==> config.mk <==
export PLATFORM = sky130hd
export DESIGN_NAME = cmp_channel
export DESIGN_NICKNAME = d
export VERILOG_FILES = /design/src/rtl/cmp_channel.sv
export SDC_FILE = /design/constraint.sdc
export NUM_CORES = 1
export LEC_CHECK = 0
export BUFFER_PORTS_ARGS = -buffer_cell sky130_fd_sc_hd__buf_2
export CAP_MARGIN = 20
export CELL_PAD_IN_SITES_DETAIL_PLACEMENT = 1
export CELL_PAD_IN_SITES_GLOBAL_PLACEMENT = 2
export CORE_MARGIN = 8
export CORE_UTILIZATION = 33
export CTS_CLUSTER_DIAMETER = 80
export CTS_CLUSTER_SIZE = 16
export DETAILED_ROUTE_END_ITERATION = 10
export MAX_ROUTING_LAYER = met4
export PLACE_DENSITY = 0.77
export SLEW_MARGIN = 10
export SYNTH_ARGS = -nofsm -noshare
export SYNTH_HDL_FRONTEND = slang
export SYNTH_SLANG_ARGS = --single-unit
==> constraint.sdc <==
create_clock -name clk -period 3 [get_ports clk]
set_input_delay 0.6 -clock clk [delete_from_list [all_inputs] [get_ports clk]]
set_output_delay 0.6 -clock clk [all_outputs]
set_load 0.1 [all_outputs]
==> src/rtl/cmp_channel.sv <==
module cmp_channel #(
  parameter int CW = 31
) (
  input  logic          clk,
  input  logic          rst_n,
  input  logic [CW-1:0] count_in,
  input  logic          wr_en,
  input  logic          wr_sel,
  input  logic [31:0]   wr_data,
  output logic [7:0]    ctrl_rd,
  output logic          pin_out,
  output logic          irq
);
  localparam logic [3:0] MODE_OFF    = 4'b0000;
  localparam logic [3:0] MODE_TOGGLE = 4'b0101;
  localparam logic [3:0] MODE_PULSE  = 4'b1111;

  logic          flag_q, ie_q, dreq_q, pin_q;
  logic [3:0]    mode_q;
  logic [CW-1:0] act_q, nxt_q, act_d, nxt_d;
  logic          act_v, nxt_v, act_vd, nxt_vd;
  logic          unused_hi;

  wire hit    = (mode_q != MODE_OFF) && act_v && (count_in == act_q);
  wire ctl_wr = wr_en && !wr_sel;
  wire cmp_wr = wr_en && wr_sel;
  wire off_wr = ctl_wr && (wr_data[5:2] == MODE_OFF);

  assign unused_hi = ^wr_data[31:CW];

  always_comb begin
    act_d  = act_q;
    nxt_d  = nxt_q;
    act_vd = act_v;
    nxt_vd = nxt_v;
    if (hit) begin
      if (nxt_v) begin
        act_d  = nxt_q;
        nxt_vd = 1'b0;
      end else begin
        act_vd = 1'b0;
      end
    end
    if (cmp_wr) begin
      if (!act_vd) begin
        act_d  = wr_data[CW-1:0];
        act_vd = 1'b1;
      end else begin
        nxt_d  = wr_data[CW-1:0];
        nxt_vd = 1'b1;
      end
    end
    if (off_wr) begin
      act_vd = 1'b0;
      nxt_vd = 1'b0;
    end
  end

  always_ff @(posedge clk) begin
    if (!rst_n) begin
      flag_q <= 1'b0;
      ie_q   <= 1'b0;
      dreq_q <= 1'b0;
      mode_q <= MODE_OFF;
      pin_q  <= 1'b0;
      act_q  <= '0;
      nxt_q  <= '0;
      act_v  <= 1'b0;
      nxt_v  <= 1'b0;
    end else begin
      flag_q <= hit | (flag_q & ~(ctl_wr & wr_data[7]));
      if (ctl_wr) begin
        ie_q   <= wr_data[6];
        mode_q <= wr_data[5:2];
        dreq_q <= wr_data[0];
      end
      if (off_wr)                    pin_q <= 1'b0;
      else if (mode_q == MODE_TOGGLE) pin_q <= pin_q ^ hit;
      else                           pin_q <= (mode_q == MODE_PULSE) && hit;
      act_q <= act_d;
      nxt_q <= nxt_d;
      act_v <= act_vd;
      nxt_v <= nxt_vd;
    end
  end

  assign ctrl_rd = {flag_q, ie_q, mode_q, 1'b0, dreq_q};
  assign pin_out = pin_q;
  assign irq     = flag_q & ie_q;

  AST_RESET_QUIET: assert property (@(posedge clk) $rose(rst_n) |-> (ctrl_rd == 8'h00 && !pin_out));
  AST_FLAG_NEEDS_MODE: assert property (@(posedge clk) disable iff (!rst_n) $rose(flag_q) |-> $past(mode_q) != MODE_OFF);
  AST_IRQ_NEEDS_IE: assert property (@(posedge clk) disable iff (!rst_n) irq |-> ctrl_rd[6]);
  AST_TOGGLE_ON_MATCH: assert property (@(posedge clk) disable iff (!rst_n)
    ($past(mode_q) == MODE_TOGGLE && mode_q != MODE_OFF && !$stable(pin_q)) |-> flag_q);
  AST_PULSE_ON_MATCH: assert property (@(posedge clk) disable iff (!rst_n)
    ($past(mode_q) == MODE_PULSE && pin_q) |-> flag_q);
  AST_OFF_PIN_LOW: assert property (@(posedge clk) disable iff (!rst_n) (mode_q == MODE_OFF) |-> !pin_q);
  AST_QUEUE_BEHIND_ACTIVE: assert property (@(posedge clk) disable iff (!rst_n) nxt_v |-> act_v);
  AST_BIT1_ZERO: assert property (@(posedge clk) disable iff (!rst_n) !ctrl_rd[1]);
endmodule

==> reports/results.txt, run 1 <==
outcome: finished clean
unrepaired setup endpoints after global routing: no
Synth Flop Type: dfxtp_1
sequential share of the synthesized area: 39.8%
critical path, cell by cell: buf_2 > xnor2_1 > nand4_1 > or4_4 > or4_4 > buf_4 > a211oi_1 > a211oi_1
total CTS buffers: 9
Initial Util: 33.6%
max-cap viol count: 0
Vias/cell: 5.18
antenna violations before repair: 0
DR pass1 iterations: 4
crit path DAT: 2.93 ns
CP endpoint kind: flip-flop
Placed Area: 4180 um^2
CP bufs+invs: 2
total number of vias: 3162
Final Hold Fails: 0
Peak VDD IR: 0.196 mV
pre-CTS setup slack: -0.0530 ns
Startpoint Class: input port
htree depth: 3
crit-path max cell delay: 0.56 ns
CTS clk-pin slew, worst paths: 0.07 ns
Post-Syn Nets: 466
gr usage total: 16.6%
Worst Path Required: 3.22 ns
Worst-Margin Slew: 0.639 ns
die width: 121 um
area leader, netlist: dfxtp_1
total power: 2.12 mW
final wirelength: 11.5 mm
Period minus WS final: 2.71 ns
area added between synthesis and finish: 20.4%
diodes inserted: 0
CTS root buffer: clkbuf_8
EDFF count, synth: 0
Setup Fix Bufs, Post-CTS: 0
Slew Limit Headroom: 57.4%
Mapped Cells: 399
skew final: 0.00903 ns
largest net degree at the start of global routing: 63
top-area cell type share of the netlist area: 39.8%
Tcrit/Tclk final: 90.3%
family with the most delay on the worst path: simple AND/OR/NAND/NOR gates
layout cells sized above 1: 24.0%
GRT overflow: 0
DIE HEIGHT: 121 um
post-CTS sizing: 0
clock sinks: 72
design area: 4360 um^2
synth unique cells: 31
asr flop ratio synth: 0%
Critical-path top delay cell: or4_4
# setup viols final: 0
Max FO, Critical Path: 21
drt wl/cell: 18.8 um
Initial DRC Count: 115
detailed placement HPWL: 8.32 mm
clock latency on the worst-skew pair: 0.35 ns
power per cell area: 487 nW/um^2
CTS tree: built
# DRC: 0
CTS max path bufs: 2
YS warnings: 0
placer's final routability congestion estimate: 0.775
Max Fclk: 369 MHz
total core area: 10800 um^2
I/O Buffers: 74
Crit Path Category: input port to flip-flop
antenna-violating nets left: 0
boundary pin count: 77
cts-stage hold buffer count: 0
vias in the first global route: 3504
Site Rows: 38
commonest cells in the netlist: nand2_1 (85), dfxtp_1 (72), a211oi_1 (63), mux2i_1 (62), xnor2_1 (30)
synthesized area per cell: 9.08 um^2
die area: 14600 um^2
final net count: 534
top cells by area, synth: dfxtp_1 (40%), mux2i_1 (17%), a211oi_1 (13%)
first-pass GRT wire length: 18.5 mm
cell leakage power: 1.76 nW
Worst Hold Class: flip-flop to flip-flop
Cell Area, Synth: 3620 um^2
synthesized flop and latch total: 72
Fin Hold WS: 0.459 ns
max-slew violations: 0
most frequent cell after synthesis: nand2_1
final worst setup slack: 0.292 ns
utilization after layout: 40.4%
## layout by cell type (no fill, tap or decap), drive strengths merged, types with 3 or more instances in the layout
cell / count
nand2: 85
or3: 3
a211oi: 63
clkbuf: 11
or4: 5
mux2i: 62
a21oi: 9
clkinv: 3
nor4: 3
nand4: 10
buf: 94
dfxtp: 72
xnor2: 30
## metal layers
metal	vias to the layer above	track usage, %	share of wire (%)
li1	1557	-	-
met1	1529	20.4	47
met2	65	27.3	48
met3	11	3.26	3.8
met4	0	4.53	1.1
met5	-	-	0
## where the power goes
part           internal, mW  total [mW]  leakage (nW)  switching, mW
combinational         0.133       0.330          1.07          0.198
sequential            0.998        1.03         0.588         0.0282
clock                 0.399       0.766        0.0989          0.368
## worst reg2reg max path: stages, from the launching register on
cell,delay [ns]
dfxtp_1,0.33
xnor2_1,0.30
nand4_1,0.16
or4_4,0.55
or4_4,0.56
buf_4,0.24
a211oi_1,0.31
a211oi_1,0.09
## path summary, 6_finish.rpt
path                            depth (start not counted)  slack (ns)   endpoint    startpoint
worst max-delay path                                    8        0.29  act_q[16]  count_in[25]
worst min-delay path                                    2        0.46  nxt_q[18]     nxt_q[18]
worst max register to register                          7        0.33  act_q[16]     act_q[25]
worst min register to register                          2        0.46  nxt_q[18]     nxt_q[18]
## logic make-up after synthesis
logic type | Yosys count | share of synthesized area [%]
flops | 72 | 39.8
other cells | 1 | 0.103
mux | 62 | 17.1
simple gates | 118 | 14.9
compound gates | 76 | 15.0
buf+inv | 39 | 5.63
xor+xnor | 31 | 7.49
## metrics by stage
step / TNS, ns / cells
5_1_grt: 0 / 611
3_5_place_dp: -0.585 / 596
6_report: 0 / 611
4_1_cts: 0 / 611
2_1_floorplan: 0 / 399
3_3_place_gp: -0.0190 / 596
## layout make-up
| class | instances | area (um^2) |
|---|---|---|
| Clock inverter | 4 | 45.0 |
| Timing Repair Buffer | 94 | 571 |
| Multi-Input combinational cell | 288 | 1980 |
| Clock buffer | 11 | 141 |
| Tap cell | 140 | 175 |
| Inverter | 2 | 7.51 |
| Sequential cell | 72 | 1440 |
| Fill cell | 1308 | 6430 |
## registers in the layout (all words and copies together) (netlist names)
signal / count
act_q: 31
ie_q: 1
mode_q: 4
nxt_q: 31
act_v: 1
nxt_v: 1
dreq_q: 1
flag_q: 1
pin_out: 1
No activity file was read; power rests on OpenSTA's default activity.
==> run 2: changes to the inputs <==
Settings changed: ABC_AREA set to 1, CORE_UTILIZATION 33 to 29.
==> reports/results.txt, run 2 <==
Worst Hold End: nxt_q[26]
vias in the first global route: 5125
Cell Area, Synth: 4350 um^2
RR Startpoint: act_q[21]
clock sinks: 72
R2R Setup Slk: 0.51 ns
most frequent cells in the layout: nand2_1 (276), inv_1 (90), nor2_1 (81)
mux contribution to synthesized area: 0%
Switching Power: 0.797 mW
Crit. Startpoint: act_q[21]
first-pass GRT wire length: 26.0 mm
largest family of logic cells by synthesized area: simple AND/OR/NAND/NOR gates
logic gate share of total power: 19.3%
Tcrit/Tclk final: 83.0%
Startpoint Class: flip-flop
DR pass1 iterations: 5
sequential share of the synthesized area: 33.1%
antenna-violating nets left: 0
design area: 5130 um^2
die area: 19200 um^2
clock latency on the worst-skew pair: 0.34 ns
hold_sp: nxt_q[26]
final wirelength: 15.8 mm
antenna violations before repair: 0
Max Fclk: 401 MHz
largest net degree at the start of global routing: 58
asr flop ratio synth: 0%
I/O Buffers: 74
capture point of the worst reg-to-reg path: act_q[2]
cell leakage power: 2.51 nW
commonest cells in the netlist: nand2_1 (276), inv_1 (90), nor2_1 (81), dfxtp_1 (72), a21oi_1 (45)
skew final: 0.00737 ns
area added between synthesis and finish: 17.9%
EDFF count, synth: 0
diodes inserted: 0
placer's final routability congestion estimate: 0.760
GRT overflow: 0
total number of vias: 4776
Synth Area in XOR/XNOR: 1.41%
Worst-Margin Slew: 0.615 ns
Sequential Power Share: 41.2%
Initial DRC Count: 210
htree depth: 3
top-area cell type share of the netlist area: 33.1%
Placed Area: 4860 um^2
total core area: 14600 um^2
synthesized flop and latch total: 72
Synth Area in Compound Gates: 9.70%
Vias/cell: 4.84
CTS clk-pin slew, worst paths: 0.06 ns
Post-Syn Nets: 813
Max FO, Critical Path: 46
# DRC: 0
unrepaired setup endpoints after global routing: no
outcome: finished clean
layout cells sized above 1: 13.2%
die width: 138 um
final net count: 865
DIE HEIGHT: 138 um
gr usage total: 17.1%
cts-stage hold buffer count: 0
power per cell area: 495 nW/um^2
Worst Hold Class: flip-flop to flip-flop
Setup Fix Bufs, Post-CTS: 0
most frequent cell after synthesis: nand2_1
Clock Power Share: 39.4%
Crit Path Category: flip-flop to flip-flop
Initial Util: 29.8%
boundary pin count: 77
detailed placement HPWL: 10.7 mm
Synth Flop Type: dfxtp_1
Site Rows: 44
Power Internal: 1.74 mW
Mapped Cells: 746
drt wl/cell: 16.0 um
total CTS buffers: 9
area leader, netlist: dfxtp_1
Final Hold Fails: 0
post-CTS sizing: 0
CTS root buffer: clkbuf_16
Largest regs: act_q x31, nxt_q x31, mode_q x4
synthesized area per cell: 5.83 um^2
WHS Path Cells: 2
Fin Setup TNS: 0 ns
sw frac: 31.4%
crit path DAT: 2.77 ns
# setup viols final: 0
max-cap viol count: 0
CTS tree: built
Worst Path Required: 3.28 ns
Period minus WS final: 2.49 ns
CTS max path bufs: 2
Post-Synth Simple-Gate Area: 43.3%
commonest non-fill, non-tap cell in the layout: nand2_1
Synth Area in Adders: 0%
YS warnings: 0
max-slew violations: 0
top cells by area, synth: dfxtp_1 (33%), nand2_1 (24%), inv_1 (7.8%)
CP endpoint kind: flip-flop
Slew Limit Headroom: 58.9%
Peak VDD IR: 0.230 mV
synth unique cells: 24
reg2reg path depth: 14
## run 2: logic make-up after synthesis
family | count (synthesis)
buffers and inverters | 136
xor gates and xnor gates | 7
DFF | 72
AOI/OAI and AO/OA | 83
and+or+nand+nor | 447
other | 1
## run 2: layer usage
metal / vias up / GRT usage, % / wire, um
li1: 2414 / - / -
met1: 2270 / 20.6 / 7550
met2: 87 / 28.3 / 7530
met3: 5 / 4.14 / 659
met4: 0 / 3.55 / 66
met5: - / - / 0
## run 2: critical path, cell delays in order, from the launching register on
cell and delay (ns):
dfxtp_1 0.33, inv_1 0.07, nand2_1 0.09, nand2_1 0.10, nor2_1 0.11, nand2_1 0.07, nor2_1 0.09, nand2_1 0.12
nor2_4 0.15, nand3_4 0.22, nand2_4 0.30, nand2_4 0.37, nand2_1 0.20, nand2_1 0.06, nor2_1 0.09
## run 2: area by class of cell
cell class	count	area (um^2)
multi-input cells	538	2370
fillers	1964	9460
inverters	90	338
clock inverters	4	20.0
repair buffers	87	480
well taps	184	230
flip-flops and latches	72	1440
clock buffers	12	246
## run 2: stage by stage
stage,worst slack [ns],utilization [%],total power [mW],instances,hold WS (ns)
2_1_floorplan,0.629,-,1.39,746,0.440
3_3_place_gp,0.242,33.3,1.54,971,0.448
3_5_place_dp,0.122,33.3,1.56,971,0.456
4_1_cts,0.429,35.1,2.58,987,0.465
5_1_grt,0.220,35.1,2.68,987,0.481
6_report,0.509,35.1,2.54,987,0.463
## run 2: how the worst max path moves through the flow
stage | to | cells past startpoint
floorplan | act_q[0] | 12
finish | act_q[2] | 14
CTS | act_q[2] | 14
global route | act_q[0] | 14
global placement | act_q[0] | 13
detailed placement | act_q[2] | 14
## run 2: power by group through the flow
stage               sequential, mW  clock [mW]  combinational (mW)
finish                        1.05        1.00               0.491
global route                  1.05        1.07               0.557
CTS                           1.05        1.03               0.500
detailed placement            1.07           0               0.498
global placement              1.06           0               0.478
floorplan                     1.08           0               0.310
